## src/rtl/eye_sweep_pkg.sv

```systemverilog
package eye_sweep_pkg;

  typedef enum logic [1:0] {
    ST_IDLE = 2'd0,
    ST_RUN  = 2'd1,
    ST_DONE = 2'd2
  } sweep_state_e;

endpackage

```

## src/rtl/eye_dwell_timer.sv

```systemverilog
module eye_dwell_timer #(
  parameter int W = 18
) (
  input  logic         clk,
  input  logic         rst_n,
  input  logic         load_i,
  input  logic [W-1:0] lim_i,
  input  logic         run_i,
  output logic         last_o
);

  logic [W-1:0] lim_q;
  logic [W-1:0] cnt_q;
  logic [W-1:0] cnt_d;

  assign last_o = (cnt_q == lim_q);

  always_comb begin
    if (!run_i) begin
      cnt_d = '0;
    end else if (last_o) begin
      cnt_d = '0;
    end else begin
      cnt_d = cnt_q + 1'b1;
    end
  end

  always_ff @(posedge clk or negedge rst_n) begin
    if (!rst_n) begin
      lim_q <= '0;
    end else if (load_i) begin
      lim_q <= lim_i;
    end
  end

  always_ff @(posedge clk or negedge rst_n) begin
    if (!rst_n) begin
      cnt_q <= '0;
    end else begin
      cnt_q <= cnt_d;
    end
  end

  // the position inside a window never passes the captured limit
  p_dwell_bound_r2: assert property (@(posedge clk) disable iff (!rst_n)
    cnt_q <= lim_q);

  // a completed window restarts from its first sample
  p_dwell_restart_r2: assert property (@(posedge clk) disable iff (!rst_n)
    (run_i && last_o) |=> (cnt_q == '0));

endmodule

```

## src/rtl/eye_hit_counter.sv

```systemverilog
module eye_hit_counter #(
  parameter int W = 16
) (
  input  logic         clk,
  input  logic         rst_n,
  input  logic         en_i,
  input  logic         end_i,
  input  logic         hit_i,
  output logic [W-1:0] sum_o
);

  localparam logic [W-1:0] CMAX = '1;

  logic [W-1:0] cnt_q;
  logic [W-1:0] cnt_d;

  assign sum_o = (hit_i && (cnt_q != CMAX)) ? cnt_q + 1'b1 : cnt_q;

  always_comb begin
    if (!en_i || end_i) begin
      cnt_d = '0;
    end else begin
      cnt_d = sum_o;
    end
  end

  always_ff @(posedge clk or negedge rst_n) begin
    if (!rst_n) begin
      cnt_q <= '0;
    end else begin
      cnt_q <= cnt_d;
    end
  end

  // a full count inside a window stays full
  p_sat_hold_r3: assert property (@(posedge clk) disable iff (!rst_n)
    (en_i && !end_i && cnt_q == CMAX) |=> (cnt_q == CMAX));

  // the running count moves up by at most one per sample
  p_step_one_r3: assert property (@(posedge clk) disable iff (!rst_n)
    (en_i && !end_i) |=> (cnt_q == $past(cnt_q) || cnt_q == W'($past(cnt_q) + 1'b1)));

endmodule

```

## src/rtl/eye_grid_stepper.sv

```systemverilog
module eye_grid_stepper #(
  parameter int PB = 6,
  parameter int AB = 6
) (
  input  logic          clk,
  input  logic          rst_n,
  input  logic          clr_i,
  input  logic          adv_i,
  output logic [PB-1:0] phase_o,
  output logic [AB-1:0] amp_o,
  output logic          last_o
);

  localparam logic [PB-1:0] PMAX = '1;
  localparam logic [AB-1:0] AMAX = '1;

  logic [PB-1:0] phase_q, phase_d;
  logic [AB-1:0] amp_q, amp_d;

  assign phase_o = phase_q;
  assign amp_o   = amp_q;
  assign last_o  = (phase_q == PMAX) && (amp_q == AMAX);

  always_comb begin
    phase_d = phase_q;
    amp_d   = amp_q;
    if (clr_i) begin
      phase_d = '0;
      amp_d   = '0;
    end else if (adv_i) begin
      if (phase_q == PMAX) begin
        phase_d = '0;
        amp_d   = amp_q + 1'b1;
      end else begin
        phase_d = phase_q + 1'b1;
      end
    end
  end

  always_ff @(posedge clk or negedge rst_n) begin
    if (!rst_n) begin
      phase_q <= '0;
      amp_q   <= '0;
    end else begin
      phase_q <= phase_d;
      amp_q   <= amp_d;
    end
  end

  // phase steps first while amplitude waits
  p_phase_inner_r4: assert property (@(posedge clk) disable iff (!rst_n)
    (!clr_i && adv_i && phase_q != PMAX) |=> (phase_q == PB'($past(phase_q) + 1'b1)) && $stable(amp_q));

  // amplitude moves only when phase wraps
  p_amp_outer_r4: assert property (@(posedge clk) disable iff (!rst_n)
    (!clr_i && adv_i && phase_q == PMAX) |=> (phase_q == '0) && (amp_q == AB'($past(amp_q) + 1'b1)));

endmodule

```

## src/rtl/eye_sweep_acc.sv

```systemverilog
module eye_sweep_acc
  import eye_sweep_pkg::*;
#(
  parameter int PHASE_BITS  = 6,
  parameter int AMP_BITS    = 6,
  parameter int CNT_W       = 16,
  parameter int ACC_W       = 8,
  parameter int DWELL_SHIFT = 10,
  parameter int RANGE_W     = 2
) (
  input  logic                         clk,
  input  logic                         rst_n,
  input  logic                         hit_i,
  input  logic [ACC_W-1:0]             acc_len_i,
  input  logic [RANGE_W-1:0]           range_i,
  input  logic                         fast_en_i,
  input  logic                         start_i,
  output logic [PHASE_BITS-1:0]        phase_o,
  output logic [AMP_BITS-1:0]          amp_o,
  output logic [RANGE_W-1:0]           range_o,
  output logic                         wr_en_o,
  output logic [PHASE_BITS+AMP_BITS-1:0] wr_addr_o,
  output logic [CNT_W-1:0]             wr_data_o,
  output logic                         done_o
);

  localparam int ADDR_W = PHASE_BITS + AMP_BITS;
  localparam int DW_W   = ACC_W + DWELL_SHIFT;
  localparam logic [DW_W-1:0] LOW_ONES = DW_W'((64'd1 << DWELL_SHIFT) - 64'd1);

  // reset: asserted asynchronously, released on a clock edge
  logic rst_meta_q, rst_ns;
  always_ff @(posedge clk or negedge rst_n) begin
    if (!rst_n) begin
      rst_meta_q <= 1'b0;
      rst_ns     <= 1'b0;
    end else begin
      rst_meta_q <= 1'b1;
      rst_ns     <= rst_meta_q;
    end
  end

  sweep_state_e state_q, state_d;
  logic start_ok, running, dwell_last, point_end, grid_last;
  logic [DW_W-1:0] lim_w;
  logic [CNT_W-1:0] sum_w;
  logic [RANGE_W-1:0] range_q;
  logic wr_en_q;
  logic [ADDR_W-1:0] wr_addr_q;
  logic [CNT_W-1:0] wr_data_q;

  assign start_ok  = (state_q == ST_IDLE) && fast_en_i && start_i;
  assign running   = (state_q == ST_RUN) && fast_en_i;
  assign point_end = running && dwell_last;
  assign lim_w     = (DW_W'(acc_len_i) << DWELL_SHIFT) | LOW_ONES;

  always_comb begin
    state_d = state_q;
    case (state_q)
      ST_IDLE: if (start_ok) state_d = ST_RUN;
      ST_RUN: begin
        if (!fast_en_i) state_d = ST_IDLE;
        else if (point_end && grid_last) state_d = ST_DONE;
      end
      ST_DONE: if (!fast_en_i) state_d = ST_IDLE;
      default: state_d = ST_IDLE;
    endcase
  end

  always_ff @(posedge clk or negedge rst_ns) begin
    if (!rst_ns) begin
      state_q <= ST_IDLE;
    end else begin
      state_q <= state_d;
    end
  end

  always_ff @(posedge clk or negedge rst_ns) begin
    if (!rst_ns) begin
      range_q <= '0;
    end else if (start_ok) begin
      range_q <= range_i;
    end
  end

  eye_dwell_timer #(.W(DW_W)) u_dwell (
    .clk    (clk),
    .rst_n  (rst_ns),
    .load_i (start_ok),
    .lim_i  (lim_w),
    .run_i  (running),
    .last_o (dwell_last)
  );

  eye_hit_counter #(.W(CNT_W)) u_hits (
    .clk   (clk),
    .rst_n (rst_ns),
    .en_i  (running),
    .end_i (dwell_last),
    .hit_i (hit_i),
    .sum_o (sum_w)
  );

  eye_grid_stepper #(.PB(PHASE_BITS), .AB(AMP_BITS)) u_grid (
    .clk     (clk),
    .rst_n   (rst_ns),
    .clr_i   (!running),
    .adv_i   (point_end),
    .phase_o (phase_o),
    .amp_o   (amp_o),
    .last_o  (grid_last)
  );

  always_ff @(posedge clk or negedge rst_ns) begin
    if (!rst_ns) begin
      wr_en_q <= 1'b0;
    end else begin
      wr_en_q <= point_end;
    end
  end

  always_ff @(posedge clk or negedge rst_ns) begin
    if (!rst_ns) begin
      wr_addr_q <= '0;
      wr_data_q <= '0;
    end else if (point_end) begin
      wr_addr_q <= {amp_o, phase_o};
      wr_data_q <= sum_w;
    end
  end

  assign range_o   = range_q;
  assign wr_en_o   = wr_en_q;
  assign wr_addr_o = wr_addr_q;
  assign wr_data_o = wr_data_q;
  assign done_o    = (state_q == ST_DONE);

  // span code cannot move while a sweep runs
  p_range_hold_r5: assert property (@(posedge clk) disable iff (!rst_ns)
    (state_q == ST_RUN) |=> $stable(range_o));

  // abandoning a sweep leaves no trailing write
  p_abort_quiet_r7: assert property (@(posedge clk) disable iff (!rst_ns)
    (state_q == ST_RUN && !fast_en_i) |=> (!wr_en_o && !done_o && phase_o == '0 && amp_o == '0));

  // completion coincides with the final write
  p_done_with_write_r8: assert property (@(posedge clk) disable iff (!rst_ns)
    $rose(done_o) |-> (wr_en_o && (&wr_addr_o)));

  // completion holds while the enable stays high
  p_done_hold_r8: assert property (@(posedge clk) disable iff (!rst_ns)
    (done_o && fast_en_i) |=> (done_o && !wr_en_o));

  // no write follows a cycle outside a running sweep
  p_no_write_idle_r6: assert property (@(posedge clk) disable iff (!rst_ns)
    (state_q != ST_RUN) |=> !wr_en_o);

endmodule

```

## config.mk

```make
export PLATFORM = sky130hd
export DESIGN_NAME = eye_sweep_acc
export DESIGN_NICKNAME = d
export VERILOG_FILES = /design/src/rtl/eye_sweep_pkg.sv /design/src/rtl/eye_dwell_timer.sv /design/src/rtl/eye_hit_counter.sv /design/src/rtl/eye_grid_stepper.sv /design/src/rtl/eye_sweep_acc.sv
export SDC_FILE = /design/constraint.sdc
export NUM_CORES = 1
export LEC_CHECK = 0
export BUFFER_PORTS_ARGS = -buffer_cell sky130_fd_sc_hd__buf_2
export CORE_ASPECT_RATIO = 0.8
export CORE_MARGIN = 5
export CORE_UTILIZATION = 45
export DETAILED_ROUTE_END_ITERATION = 8
export PLACE_DENSITY = 0.65
export SLEW_MARGIN = 20
export SYNTH_ARGS = -nofsm -noshare
export SYNTH_HDL_FRONTEND = slang
export SYNTH_SLANG_ARGS = --single-unit
```

## constraint.sdc

```tcl
create_clock -name clk -period 4.5 [get_ports clk]
set_input_delay 0.675 -clock clk [delete_from_list [all_inputs] [get_ports clk]]
set_output_delay 0.675 -clock clk [all_outputs]
set_load 0.01 [all_outputs]
```

## Word-level counts from Yosys, hierarchy flattened

Index checks and enable logic that the tools add are counted.
Widths: inputs -> output; s select.

| cells by class | value |
|---|---|
| add/sub/neg operators | 4 |
| multiplexer cells | 15 |
| reductions and logical operators | 12 |
| equal/unequal tests | 11 |

Operator list:

| kind | number |
|---|---|
| $mux 18 | 2 |
| $mux 6 | 6 |
| $mux 16 | 2 |
| $add 18x1->18 const B | 1 |
| $eq 18x18->1 | 1 |
| $add 16x1->16 const B | 1 |
| $ne 16x16->1 const B | 1 |
| $add 6x1->6 const B | 2 |
| $eq 6x6->1 const B | 2 |
| $mux 2 | 4 |
| $logic_and 1x1->1 | 7 |
| $pmux 2 s3 | 1 |
| $ne 2x1->1 const B | 2 |
| $ne 2x2->1 const B | 2 |
| $ne 3x2->1 const B | 1 |
| $reduce_and 3->1 | 1 |
| $eq 2x1->1 const B | 1 |
| $eq 2x2->1 const B | 1 |
| $logic_not 2->1 | 1 |
| $reduce_and 2->1 | 1 |
| $logic_not 1->1 | 1 |
| $logic_or 1x1->1 | 1 |

| storage, ports and cells | value |
|---|---|
| register bits | 99 |
| output and inout bits | 44 |

## Depth between registers and ports, before layout

Gate-level depths: netlist of run 1.

| depth | value |
|---|---|
| depth after elaboration | 7 |
| depth in mapped cells | 8 |

## Modules after synthesis

Synthesis of run 1 repeated with hierarchy kept, for this count alone.

| second synthesis, totals | value |
|---|---|
| cells, all modules | 418 |
| area total of the unflattened synthesis | 4,978.5 um^2 |

By module, submodules not included:

| module | area an instance (um^2) | cells an instance | times used |
|---|---|---|---|
| eye_dwell_timer | 1,955.6 | 161 | 1 |
| eye_sweep_acc | 1,358.8 | 80 | 1 |
| eye_hit_counter | 983.4 | 106 | 1 |
| eye_grid_stepper | 680.7 | 71 | 1 |

## Worst setup path after synthesis of run 1

Ideal clock, no wire load.

| timing | value |
|---|---|
| path type | input to register |
| from | in fast_en_i |
| to | reg range_q[1] (netlist: range_o[1]) |
| buffers on the path | 1 |
| stages | 3 |
| data arrival time | 1.814 ns |
| setup slack | 2.561 ns |
| cell sequence | nor4bb_1 > clkbuf_1 > mux2_2 |

| on the way | value |
|---|---|
| cells in the longest elaborated chain, start to end | 2 |

RTL lines:

| item | RTL line | RTL |
|---|---|---|
| start, declared | eye_sweep_acc.sv:16 | `input logic fast_en_i,` |
| $logic_and 1x1->1 (2 in a row) | eye_sweep_acc.sv:52 | `assign start_ok = (state_q == ST_IDLE) && fast_en_i && start_i;` |
| end signal, assigned | eye_sweep_acc.sv:82 | `range_q <= range_i;` |
| end, declared | eye_sweep_acc.sv:47 | `logic [RANGE_W-1:0] range_q;` |

No other way between the ends.
A chain may end at the register's enable or synchronous reset.

## Final worst setup path of run 1

| timing | value |
|---|---|
| from | reg u_grid.phase_q[1] (netlist: u_grid.phase_o[1]) |
| to | reg state_q[0] |

| on the way | value |
|---|---|
| cells in the longest elaborated chain, start to end | 5 |

RTL lines:

| item | RTL line | RTL |
|---|---|---|
| start, declared | eye_grid_stepper.sv:17 | `logic [PB-1:0] phase_q, phase_d;` |
| start signal, assigned | eye_grid_stepper.sv:45 | `phase_q <= phase_d;` |
| $eq 6x6->1 | eye_grid_stepper.sv:22 | `assign last_o = (phase_q == PMAX) && (amp_q == AMAX);` |
| $logic_and 1x1->1 | eye_grid_stepper.sv:22 |  |
| $logic_and 1x1->1 | eye_sweep_acc.sv:63 | `else if (point_end && grid_last) state_d = ST_DONE;` |
| $ne 3x2->1 (no source line) | - |  |
| $reduce_and 3->1 (no source line) | - |  |
| end signal, assigned | eye_sweep_acc.sv:74 | `state_q <= state_d;` |
| end, declared | eye_sweep_acc.sv:43 | `sweep_state_e state_q, state_d;` |

No other way between the ends.

==> metrics.csv, run 1 <==
stage,metric,value,unit
critical_path,cp.required,4.72,ns
critical_path,r2r_cells,6,
sta,fin_setup_tns,0,ns
grt,antenna_found_initial,0,
logic_synthesis,synth_compound_area_share,6.464,%
clocking,cts_made_buffers,9,
clocking,clkSinkCount,90,
power_and_ir_drop,cellLeakagePower,2.167,nW
logic_synthesis,synth_area_leaders,"dfrtp_1 55%, nand2_1 6.5%, xnor2_1 5.6%",
route,drc_errors,0,
clocking,cts_resized,0,
cells_and_area,finish.net_count,477,
outcome,status,"finished, final reports clean",
critical_path,cp_data_arrival_time,2.55,ns
clocking,clockBufferDepth,2,
clocking,h-tree-depth,3,
logic_synthesis,syn_area,4065,um2
power_and_ir_drop,power.share.clock,44.9,%
power_and_ir_drop,switching_share,22.45,%
sta,hold_violations,0,
place,gp_congestion,0.8293,
flow_run,cap_violations,0,
logic_synthesis,yosysTopAreaCell,dfrtp_1,
sta,finalCritPeriodShare,51.77,%
die,rows,31,
logic_synthesis,ys_ff_latch,90,
sta,skew,0.01029,ns
cells_and_area,mostFrequentLayoutCell,dfrtp_1,
critical_path,r2r_start,u_grid.phase_o[1],
die,initial_core_util,45.57,%
min_path,hp-class,input pin to asynchronous set/reset pin,
clocking,tritoncts,built,
die,fp.dieH,95.01,um
logic_synthesis,postSynthCellCount,402,
sta,drv_slew,0,
cells_and_area,multiInputGateArea,1727,um2
power_and_ir_drop,irDropWorstVdd,0.2187,mV
die,dieArea,11050,um2
cells_and_area,final_cell_mix,"89 x dfrtp_1, 69 x nand2_1, 58 x buf_2",
cells_and_area,diodes,0,
critical_path,cp-start-kind,flip-flop,
sta,fmax,0.4293,GHz
die,ioPinCount,59,
logic_synthesis,avgSynthCellArea,10.11,um2
sta,hold_ws,0.1051,ns
logic_synthesis,yosysWarningCount,0,
power_and_ir_drop,pwr-share-comb,5.0,%
cells_and_area,final_util,53.56,%
grt,grt_pass1_vias,2957,
clocking,root_buffer,clkbuf_16,
cells_and_area,syn_to_final_growth,17.54,%
grt,grt_pass1_wl,13990,um
route,wl_per_cell,14.43,um
route,viasPerCell,5.284,
logic_synthesis,synth_seq_area_share,55.40,%
die,coreArea,8921,um2
critical_path,end_kind,flip-flop,
grt,grt_max_degree,89,
clocking,hold_buffers,0,
logic_synthesis,synth_xor_area_share,8.187,%
cells_and_area,drive_gt1_share,21.38,%
power_and_ir_drop,powerDensity,357.8,nW/um2
logic_synthesis,synthFlopType,dfrtp_1,
route,vias,3054,
route,postRouteAntennaNets,0,
logic_synthesis,synthSimpleGateAreaFrac,22.53,%
clocking,cts.reportedPaths.clkPinSlew,0.07,ns
sta,min_period,2.329,ns
sta,rsz0062_at_grt,false,
logic_synthesis,synth-adder-area-share,1.231,%
sta,finalSetupViolations,0,
logic_synthesis,synth_edf_count,0,
power_and_ir_drop,switchingPower,0.0003838,W
sta,max_slew.worst_pin.slew,0.6395,ns
cells_and_area,seq_area,2256,um2
logic_synthesis,synthMuxAreaShare,3.755,%
logic_synthesis,ys_types,43,
route,drtIter0Drc,162,
place,portBuffers,58,
logic_synthesis,synthArstFlopShare,100.0,%
sta,slew_headroom,57.37,%
logic_synthesis,syn_nets,421,
critical_path,path_class,flip-flop to flip-flop,
route,dr.pass1.iters,4,
power_and_ir_drop,p_seq_share,50.1,%
route,routed_wl,8341,um
logic_synthesis,synth_top_family_by_area,simple AND/OR/NAND/NOR gates,
critical_path,reg2reg_to,state_q[0],
clocking,cts_setup_buffers,0,
grt,grt_util_all_layers,15.95,%
place,hpwlAfterDp,5805,um
logic_synthesis,yosys.area.top_type_share,55.40,%
grt,overflow,0,
power_and_ir_drop,internal_power,0.001326,W
clocking,insertion_delay,0.34,ns
critical_path,path_max_fanout,11,
cells_and_area,fill_cells,845,
die,dieWidth,116.3,um
critical_path,r2r_slack,2.17,ns
## synth_stat cells, types with 2 or more instances
cell type and instances:
xor2_1 12, and3_1 5, xnor2_1 26, nand3_1 17
nand4_1 11, clkbuf_1 9, inv_1 4, and2_1 2
o31ai_1 2, nor3_1 10, o21ai_0 23, o2111ai_2 2
or3_1 5, buf_4 2, mux2i_1 4, a31oi_1 2
and4_1 5, buf_2 4, or2_2 2, mux2_2 10
dfrtp_1 90, ha_1 4, nand2_1 70, nor2_1 46
nor4_1 9, a21oi_1 9
## kinds of logic after synthesis
group,Yosys count
multiplexers,14
AO/OA/AOI/OAI,43
other,1
XOR/XNOR,38
flip-flops,90
AND/OR/NAND/NOR,192
adder cells (fa/ha/maj),4
buffers and inverters,20
## critical path, cell delays in order (launching register included)
cell	delay (ns)
dfrtp_1	0.45
ha_1	0.26
nand3_1	0.09
nor2_1	0.34
o2111ai_2	0.38
or3_1	0.49
a21o_1	0.20
## how the worst max path moves through the flow
stage,startpoint,to,cells past startpoint
3_5_place_dp,u_dwell.lim_q[9],u_hits.cnt_q[0],5
6_report,u_grid.phase_o[1],state_q[0],6
2_1_floorplan,rst_ns,range_o[0],0
5_1_grt,u_dwell.lim_q[9],wr_addr_o[6],7
4_1_cts,u_dwell.lim_q[9],u_dwell.cnt_q[6],5
3_3_place_gp,u_dwell.lim_q[9],u_dwell.cnt_q[12],5
## power groups by stage
stage	clock network [W]	logic [W]	registers, W
finish	0.000767	0.0000851	0.000857
global route	0.000824	0.0000959	0.000861
CTS	0.000790	0.0000776	0.000865
detailed placement	0	0.0000776	0.000880
global placement	0	0.0000760	0.000879
floorplan	0	0.0000549	0.000873
## flip-flops by register name, indices dropped and copies added (netlist names), 2 cells and up
signal,flops
range_o,2
state_q,2
u_dwell.cnt_q,18
u_dwell.lim_q,9
u_grid.amp_o,6
u_grid.phase_o,6
u_hits.cnt_q,16
wr_addr_o,12
wr_data_o,16
## per-layer routing
layer	share of wire [%]	vias up	GRT usage, %
met3	4.8	10	3.934
met4	1.6	0	5.990
li1	-	1490	-
met2	47	62	23.95
met1	47	1492	22.39
met5	0	-	0
## metrics by stage
step	total power [W]	cells	instance area [um2]	setup slack, ns
floorplan	0.0009281	402	4065	1.808
global placement	0.0009549	561	4444	2.116
detailed placement	0.0009579	561	4444	2.049
CTS	0.001732	577	4756	2.025
global route	0.001781	578	4778	1.942
finish	0.001710	578	4778	2.171
## final cells by class
class / count / area share [%]
flip-flops and latches: 90 / 47.21
multi-input cells: 292 / 36.14
repair buffers: 61 / 6.808
clock buffers: 10 / 5.001
well taps: 115 / 3.011
clock inverters: 6 / 1.519
inverters: 4 / 0.3142
(Power assumes the default switching activity.)
==> run 2, diff against run 1 <==
--- a/config.mk
+++ b/config.mk
@@ -10,7 +10,7 @@
 export CORE_MARGIN = 5
 export CORE_UTILIZATION = 45
 export DETAILED_ROUTE_END_ITERATION = 8
-export PLACE_DENSITY = 0.65
+export PLACE_DENSITY = 0.68
 export SLEW_MARGIN = 20
 export SYNTH_ARGS = -nofsm -noshare
 export SYNTH_HDL_FRONTEND = slang
==> constraint.sdc (replaced) <==
create_clock -name clk -period 2.1 [get_ports clk]
set_input_delay 0.315 -clock clk [delete_from_list [all_inputs] [get_ports clk]]
set_output_delay 0.315 -clock clk [all_outputs]
set_load 0.01 [all_outputs]
==> run 2 against run 1 <==
Die area did not move. Via count is 0.69% higher. Sequential cell count did not move. Sequential share of layout area shrank 1.4 points. Critical path depth fell by 1. Wire length up 2.5%. Cell count up 3.1%. Clock-buffer cell count grew 1. Register-to-register slack worse by 2.0 ns. Global-route usage is 0.86 points higher. Utilization grew 1.6 points. Critical endpoint unchanged.
==> metrics.csv, run 2 (synthesis results as in run 1) <==
stage,metric,value,unit
grt,grtUsageMet3,4.505,%
sta,max_slew.worst_pin.slew,0.5548,ns
die,initial_core_util,45.57,%
clocking,clockBufferDepth,2,
route,wl_per_cell,14.35,um
sta,min_period,1.973,ns
critical_path,cpMaxStageDelayCell,or3_1,
place,hpwlAfterDp,6182,um
sta,rsz0062_at_grt,false,
critical_path,end_kind,flip-flop,
grt,grt_use_met1,22.90,%
grt,overflow,0,
clocking,cts_setup_buffers,0,
critical_path,cp_data_arrival_time,2.20,ns
critical_path,crit_family,simple AND/OR/NAND/NOR gates,
die,fp.dieH,95.01,um
route,viasPerCell,5.159,
outcome,status,"finished, final reports clean",
grt,grt_pass1_vias,3060,
power_and_ir_drop,switching_share,22.58,%
sta,drv_slew,0,
place,portBuffers,58,
grt,grt_pass1_wl,14600,um
critical_path,r2r_cells,5,
clocking,h-tree-depth,3,
power_and_ir_drop,internal_power,0.002811,W
grt,antenna_found_initial,0,
critical_path,cp.required,2.33,ns
cells_and_area,syn_to_final_growth,21.05,%
cells_and_area,finish.net_count,495,
cells_and_area,final_cell_mix,"89 x dfrtp_1, 70 x nand2_1, 58 x buf_2",
route,vias,3075,
critical_path,cp-start-kind,flip-flop,
sta,fin_setup_tns,0,ns
sta,hold_violations,0,
clocking,insertion_delay,0.34,ns
die,coreArea,8921,um2
power_and_ir_drop,cellLeakagePower,2.240,nW
critical_path,cp_cell_sequence,nor4_1 > and3_4 > o2111ai_2 > or3_1 > a21o_1,
cells_and_area,mostFrequentLayoutCell,dfrtp_1,
cells_and_area,largest_register,u_dwell.cnt_q,
clocking,tritoncts,built,
grt,grt.busiest_layer,met2,
route,dr.pass1.iters,4,
route,postRouteAntennaNets,0,
power_and_ir_drop,powerDensity,737.9,nW/um2
clocking,cts.reportedPaths.clkPinSlew,0.07,ns
sta,finalSetupViolations,0,
critical_path,path_max_fanout,9,
power_and_ir_drop,switchingPower,0.0008200,W
power_and_ir_drop,power.share.clock,43.9,%
critical_path,cpPeakStageDelay,0.41,ns
cells_and_area,largest_reg_flops,18,
power_and_ir_drop,p_seq_share,50.5,%
clocking,root_buffer,clkbuf_16,
sta,skew,0.01268,ns
clocking,clkSinkCount,90,
min_path,hp-class,input pin to flip-flop,
critical_path,crit_buf_inv,0,
clocking,cts_made_buffers,9,
sta,hold_ws,0.2017,ns
route,routed_wl,8552,um
min_path,whs_path_depth,2,
die,rows,31,
cells_and_area,drive_gt1_share,23.91,%
flow_run,cap_violations,0,
critical_path,path_class,flip-flop to flip-flop,
die,dieWidth,116.3,um
grt,grt_util_all_layers,16.80,%
sta,slew_headroom,62.06,%
cells_and_area,diodes,0,
sta,fmax,0.5068,GHz
die,ioPinCount,59,
die,dieArea,11050,um2
power_and_ir_drop,power.total,0.003631,W
power_and_ir_drop,irDropWorstVdd,0.5334,mV
place,gp_congestion,0.7858,
route,drc_errors,0,
route,drtIter0Drc,220,
grt,grt_max_degree,41,
critical_path,worst-path-stages,5,
grt,use_met2,25.62,%
sta,finalCritPeriodShare,93.96,%
cells_and_area,final_util,55.16,%
power_and_ir_drop,pwr-share-comb,5.6,%
==> run 2: layer usage <==
metal | vias to the layer above | wire (um)
met4 | 0 | 144
met1 | 1461 | 3989
li1 | 1533 | -
met5 | - | 0
met3 | 11 | 444
met2 | 70 | 3973
==> run 2: timing repair <==
action	4_1_cts	5_1_grt
gates resized for setup	0	4
endpoints found under the setup margin	0	6
hold endpoints to repair	2	0
hold buffers	1	0
==> run 2: final cells by class <==
cell class | instances | area (um2)
clock inverter | 5 | 62.56
inverter | 4 | 15.01
tap | 115 | 143.9
fill | 786 | 4000
timing repair buffer | 79 | 475.5
multi-input combinational | 292 | 1735
clock buffer | 11 | 232.7
sequential | 90 | 2256
==> run 2: worst register-to-register path, stage by stage (launching register included) <==
cell and delay, ns:
dfrtp_1 0.39, nor4_1 0.37, and3_4 0.28, o2111ai_2 0.22, or3_1 0.42, a21o_1 0.18
==> run 2: path summary, 6_finish.rpt <==
check / to / startpoint / slack, ns
max reg2reg: state_q[0] / u_dwell.cnt_q[2] / 0.13
min in group asynchronous: state_q[1] / rst_ns / 0.26
max in group asynchronous: u_dwell.cnt_q[8] / rst_ns / 1.22
min: u_dwell.lim_q[16] / acc_len_i[6] / 0.20
max: state_q[0] / u_dwell.cnt_q[2] / 0.13
min reg2reg: state_q[1] / rst_ns / 0.26
==> run 2: metrics by stage <==
stage / cells / worst slack [ns] / instance area, um2
2_1_floorplan: 402 / 0.2919 / 4066
3_3_place_gp: 579 / 0.1444 / 4604
3_5_place_dp: 579 / 0.1046 / 4604
4_1_cts: 596 / 0.08882 / 4910
5_1_grt: 596 / 0.001789 / 4921
6_report: 596 / 0.1269 / 4921
==> run 2: power by group through the flow <==
stage                     combinational [W]  clock, W  sequential (W)
after floorplan                    0.000118         0         0.00187
after global placement             0.000199         0         0.00187
after detailed placement           0.000206         0         0.00187
after CTS                          0.000208   0.00164         0.00183
after global routing               0.000226   0.00172         0.00184
final                              0.000202   0.00160         0.00183
==> run 3, diff against run 2 <==
--- a/config.mk
+++ b/config.mk
@@ -5,12 +5,13 @@
 export SDC_FILE = /design/constraint.sdc
 export NUM_CORES = 1
 export LEC_CHECK = 0
+export ABC_AREA = 1
 export BUFFER_PORTS_ARGS = -buffer_cell sky130_fd_sc_hd__buf_2
 export CORE_ASPECT_RATIO = 0.8
 export CORE_MARGIN = 5
 export CORE_UTILIZATION = 45
 export DETAILED_ROUTE_END_ITERATION = 8
-export PLACE_DENSITY = 0.68
+export PLACE_DENSITY = 0.67
 export SLEW_MARGIN = 20
 export SYNTH_ARGS = -nofsm -noshare
 export SYNTH_HDL_FRONTEND = slang
==> run 3 against run 2 <==
Synthesized area increased by 11%. Worst hold slack about the same. Critical endpoint is now wr_data_o[5]. Clock-buffer cell count decreased by 2. First-iteration DRC count decreased by 15%. Register-to-register slack improved by 0.10 ns. Critical path depth increased by 7. Global-route usage increased by 0.90 points. Combinational power increased by 12%. Utilization decreased by 0.39 points. Sequential share of layout area decreased by 3.5 points. Cell count increased by 29%. Sequential power about the same. Critical path type unchanged.
==> metrics.csv, run 3 <==
stage,metric,value,unit
outcome,status,"finished, final reports clean",
route,drtIter0Drc,187,
die,coreArea,9729,um2
place,hpwlAfterDp,7278,um
critical_path,cpMaxStageDelayCell,dfrtp_1,
die,ioPinCount,59,
critical_path,cp_cell_sequence,ha_1 > nand3_1 > inv_1 > nand2_1 > nor2_1 > inv_2 > nand2_4 > inv_2 > nand2_1 > nand2_1 > nand2_1 > nand2_1,
sta,min_period,1.871,ns
min_path,hp-class,input pin to flip-flop,
clocking,tritoncts,built,
die,dieArea,12180,um2
clocking,root_buffer,clkbuf_16,
cells_and_area,final_cell_mix,"188 x nand2_1, 89 x dfrtp_1, 79 x nor2_1",
sta,skew,0.007090,ns
logic_synthesis,synthMuxAreaShare,0.7459,%
grt,grt_pass1_vias,3616,
clocking,cts.reportedPaths.clkPinSlew,0.07,ns
clocking,h-tree-depth,3,
logic_synthesis,synth_compound_area_share,6.298,%
cells_and_area,syn_to_final_growth,17.65,%
sta,hold_violations,0,
logic_synthesis,syn_nets,575,
sta,drv_slew,0,
power_and_ir_drop,power.share.clock,43.8,%
place,gp_congestion,0.8704,
clocking,clkSinkCount,90,
logic_synthesis,yosysTopAreaCell,dfrtp_1,
flow_run,cap_violations,0,
logic_synthesis,avgSynthCellArea,8.146,um2
critical_path,path_class,flip-flop to flip-flop,
grt,grt_util_all_layers,17.71,%
logic_synthesis,synth-adder-area-share,1.105,%
grt,overflow,0,
cells_and_area,drive_gt1_share,19.33,%
critical_path,cp-start-kind,flip-flop,
logic_synthesis,synthArstFlopShare,100.0,%
logic_synthesis,ys_top_cells_by_count,"188 x nand2_1, 90 x dfrtp_1, 79 x nor2_1",
logic_synthesis,syn_area,4529,um2
logic_synthesis,yosys.area.top_type_share,49.72,%
power_and_ir_drop,switchingPower,0.0008691,W
logic_synthesis,synth_seq_area_share,49.72,%
route,routed_wl,10390,um
place,portBuffers,58,
logic_synthesis,ys_ff_latch,90,
sta,finalCritPeriodShare,89.11,%
route,wl_per_cell,13.55,um
logic_synthesis,synth_xor_area_share,5.801,%
die,fp.dieH,99.74,um
logic_synthesis,postSynthCellCount,556,
route,dr.pass1.iters,4,
logic_synthesis,synth_top_family_by_area,simple AND/OR/NAND/NOR gates,
power_and_ir_drop,p_seq_share,50.0,%
sta,max_slew.worst_pin.slew,0.5693,ns
critical_path,end_kind,flip-flop,
cells_and_area,final_util,54.77,%
sta,slew_headroom,62.05,%
logic_synthesis,synthFlopType,dfrtp_1,
logic_synthesis,ys_types,32,
logic_synthesis,synth_area_leaders,"dfrtp_1 50%, nand2_1 16%, nor2_1 6.5%",
power_and_ir_drop,pwr-share-comb,6.2,%
route,postRouteAntennaNets,0,
cells_and_area,diodes,0,
cells_and_area,fill_cells,873,
power_and_ir_drop,internal_power,0.002785,W
sta,hold_ws,0.2016,ns
power_and_ir_drop,powerDensity,685.7,nW/um2
sta,finalSetupViolations,0,
logic_synthesis,synth.most_common_cell,nand2_1,
sta,fin_setup_tns,0,ns
sta,fmax,0.5344,GHz
critical_path,path_max_fanout,15,
logic_synthesis,yosysWarningCount,0,
critical_path,cp_data_arrival_time,2.10,ns
route,vias,3781,
power_and_ir_drop,switching_share,23.78,%
route,viasPerCell,4.930,
cells_and_area,largest_register,u_dwell.cnt_q,
sta,rsz0062_at_grt,false,
clocking,clockBufferDepth,2,
clocking,insertion_delay,0.34,ns
grt,antenna_found_initial,0,
logic_synthesis,synthSimpleGateAreaFrac,30.11,%
die,rows,32,
logic_synthesis,synth_edf_count,0,
cells_and_area,largest_reg_flops,18,
grt,grt_max_degree,45,
route,drc_errors,0,
grt,grt_pass1_wl,17340,um
die,dieWidth,122.2,um
critical_path,cpMostUsedCell,nand2_1,
cells_and_area,mostFrequentLayoutCell,nand2_1,
power_and_ir_drop,irDropWorstVdd,0.4576,mV
critical_path,cpPeakStageDelay,0.41,ns
cells_and_area,finish.net_count,645,
critical_path,cp.required,2.33,ns
power_and_ir_drop,cellLeakagePower,2.625,nW
clocking,cts_made_buffers,9,
die,initial_core_util,46.55,%
==> run 3: changes by cell type after synthesis, moves of 10 or more <==
cell,before,now
o21ai_0,23,11
a21oi_1,9,19
nor2_1,46,79
o21ai_2,0,14
xnor2_1,26,13
inv_1,4,43
nand2_1,70,188
==> run 3: per-stage QoR <==
step	setup slack (ns)	area, um2	std cells	power, W
global placement	0.1453	4956	747	0.002073
CTS	0.04370	5259	764	0.003693
floorplan	0.4892	4531	556	0.002002
detailed placement	0.06415	4956	747	0.002081
finish	0.2287	5329	767	0.003654
global route	0.01493	5329	767	0.003807
==> run 3: final cells by class <==
| type | instances | area [um2] | share of cell area [%] |
|---|---|---|---|
| inverter | 46 | 172.7 | 3.240 |
| tap | 136 | 170.2 | 3.193 |
| multi-input combinational | 409 | 2038 | 38.25 |
| clock buffer | 9 | 225.2 | 4.226 |
| clock inverter | 7 | 67.56 | 1.268 |
| sequential | 90 | 2256 | 42.33 |
| timing repair buffer | 70 | 399.1 | 7.490 |
==> run 3: kinds of logic (layout without fill, tap and decap cells) <==
family / after synthesis / after routing
other cells: 1 / 1
buf+inv: 58 / 132
fa+ha+maj: 4 / 4
simple gates: 324 / 325
compound gates: 46 / 46
xor+xnor: 30 / 30
flops: 90 / 90
mux: 3 / 3
==> run 3: power groups by stage <==
stage | combinational [W] | sequential [W] | clock, W
after floorplan | 0.000136 | 0.00187 | 0
after global placement | 0.000216 | 0.00186 | 0
after detailed placement | 0.000220 | 0.00186 | 0
after CTS | 0.000223 | 0.00183 | 0.00164
after global routing | 0.000255 | 0.00183 | 0.00172
final | 0.000226 | 0.00183 | 0.00160
==> run 3: per-layer routing <==
metal / routed length, um / global-route usage, % / share of wire (%) / vias up
met5: 0 / 0 / 0 / -
met3: 485 / 4.491 / 4.7 / 11
li1: - / - / - / 1887
met2: 4556 / 26.32 / 44 / 84
met1: 5217 / 25.64 / 50 / 1799
met4: 132 / 5.164 / 1.3 / 0
==> run 3: repair_timing <==
item	in CTS	in global routing
buffers inserted	0	2
hold endpoints to repair	2	0
setup endpoints to repair	0	40
hold buffers	1	0
gates resized for setup	0	5
==> run 3: final timing paths <==
check | slack, ns | depth (start not counted) | from | end
worst max-delay path | 0.23 | 12 | u_hits.cnt_q[0] | wr_data_o[5]
worst min-delay path | 0.20 | 2 | range_i[0] | range_o[0]
worst max register to register | 0.23 | 12 | u_hits.cnt_q[0] | wr_data_o[5]
worst min register to register | 0.33 | 0 | rst_ns | u_grid.amp_o[5]
max in group asynchronous | 1.07 | 1 | rst_ns | u_dwell.lim_q[13]
min in group asynchronous | 0.29 | 2 | rst_n | rst_meta_q
==> run 3: worst max-delay path, delay by kind of cell, from the launching register on <==
| family | cells | cell delay [ns] |
|---|---|---|
| fa+ha+maj | 1 | 0.27 |
| simple gates | 8 | 0.75 |
| buf+inv | 3 | 0.32 |
| flops | 1 | 0.41 |
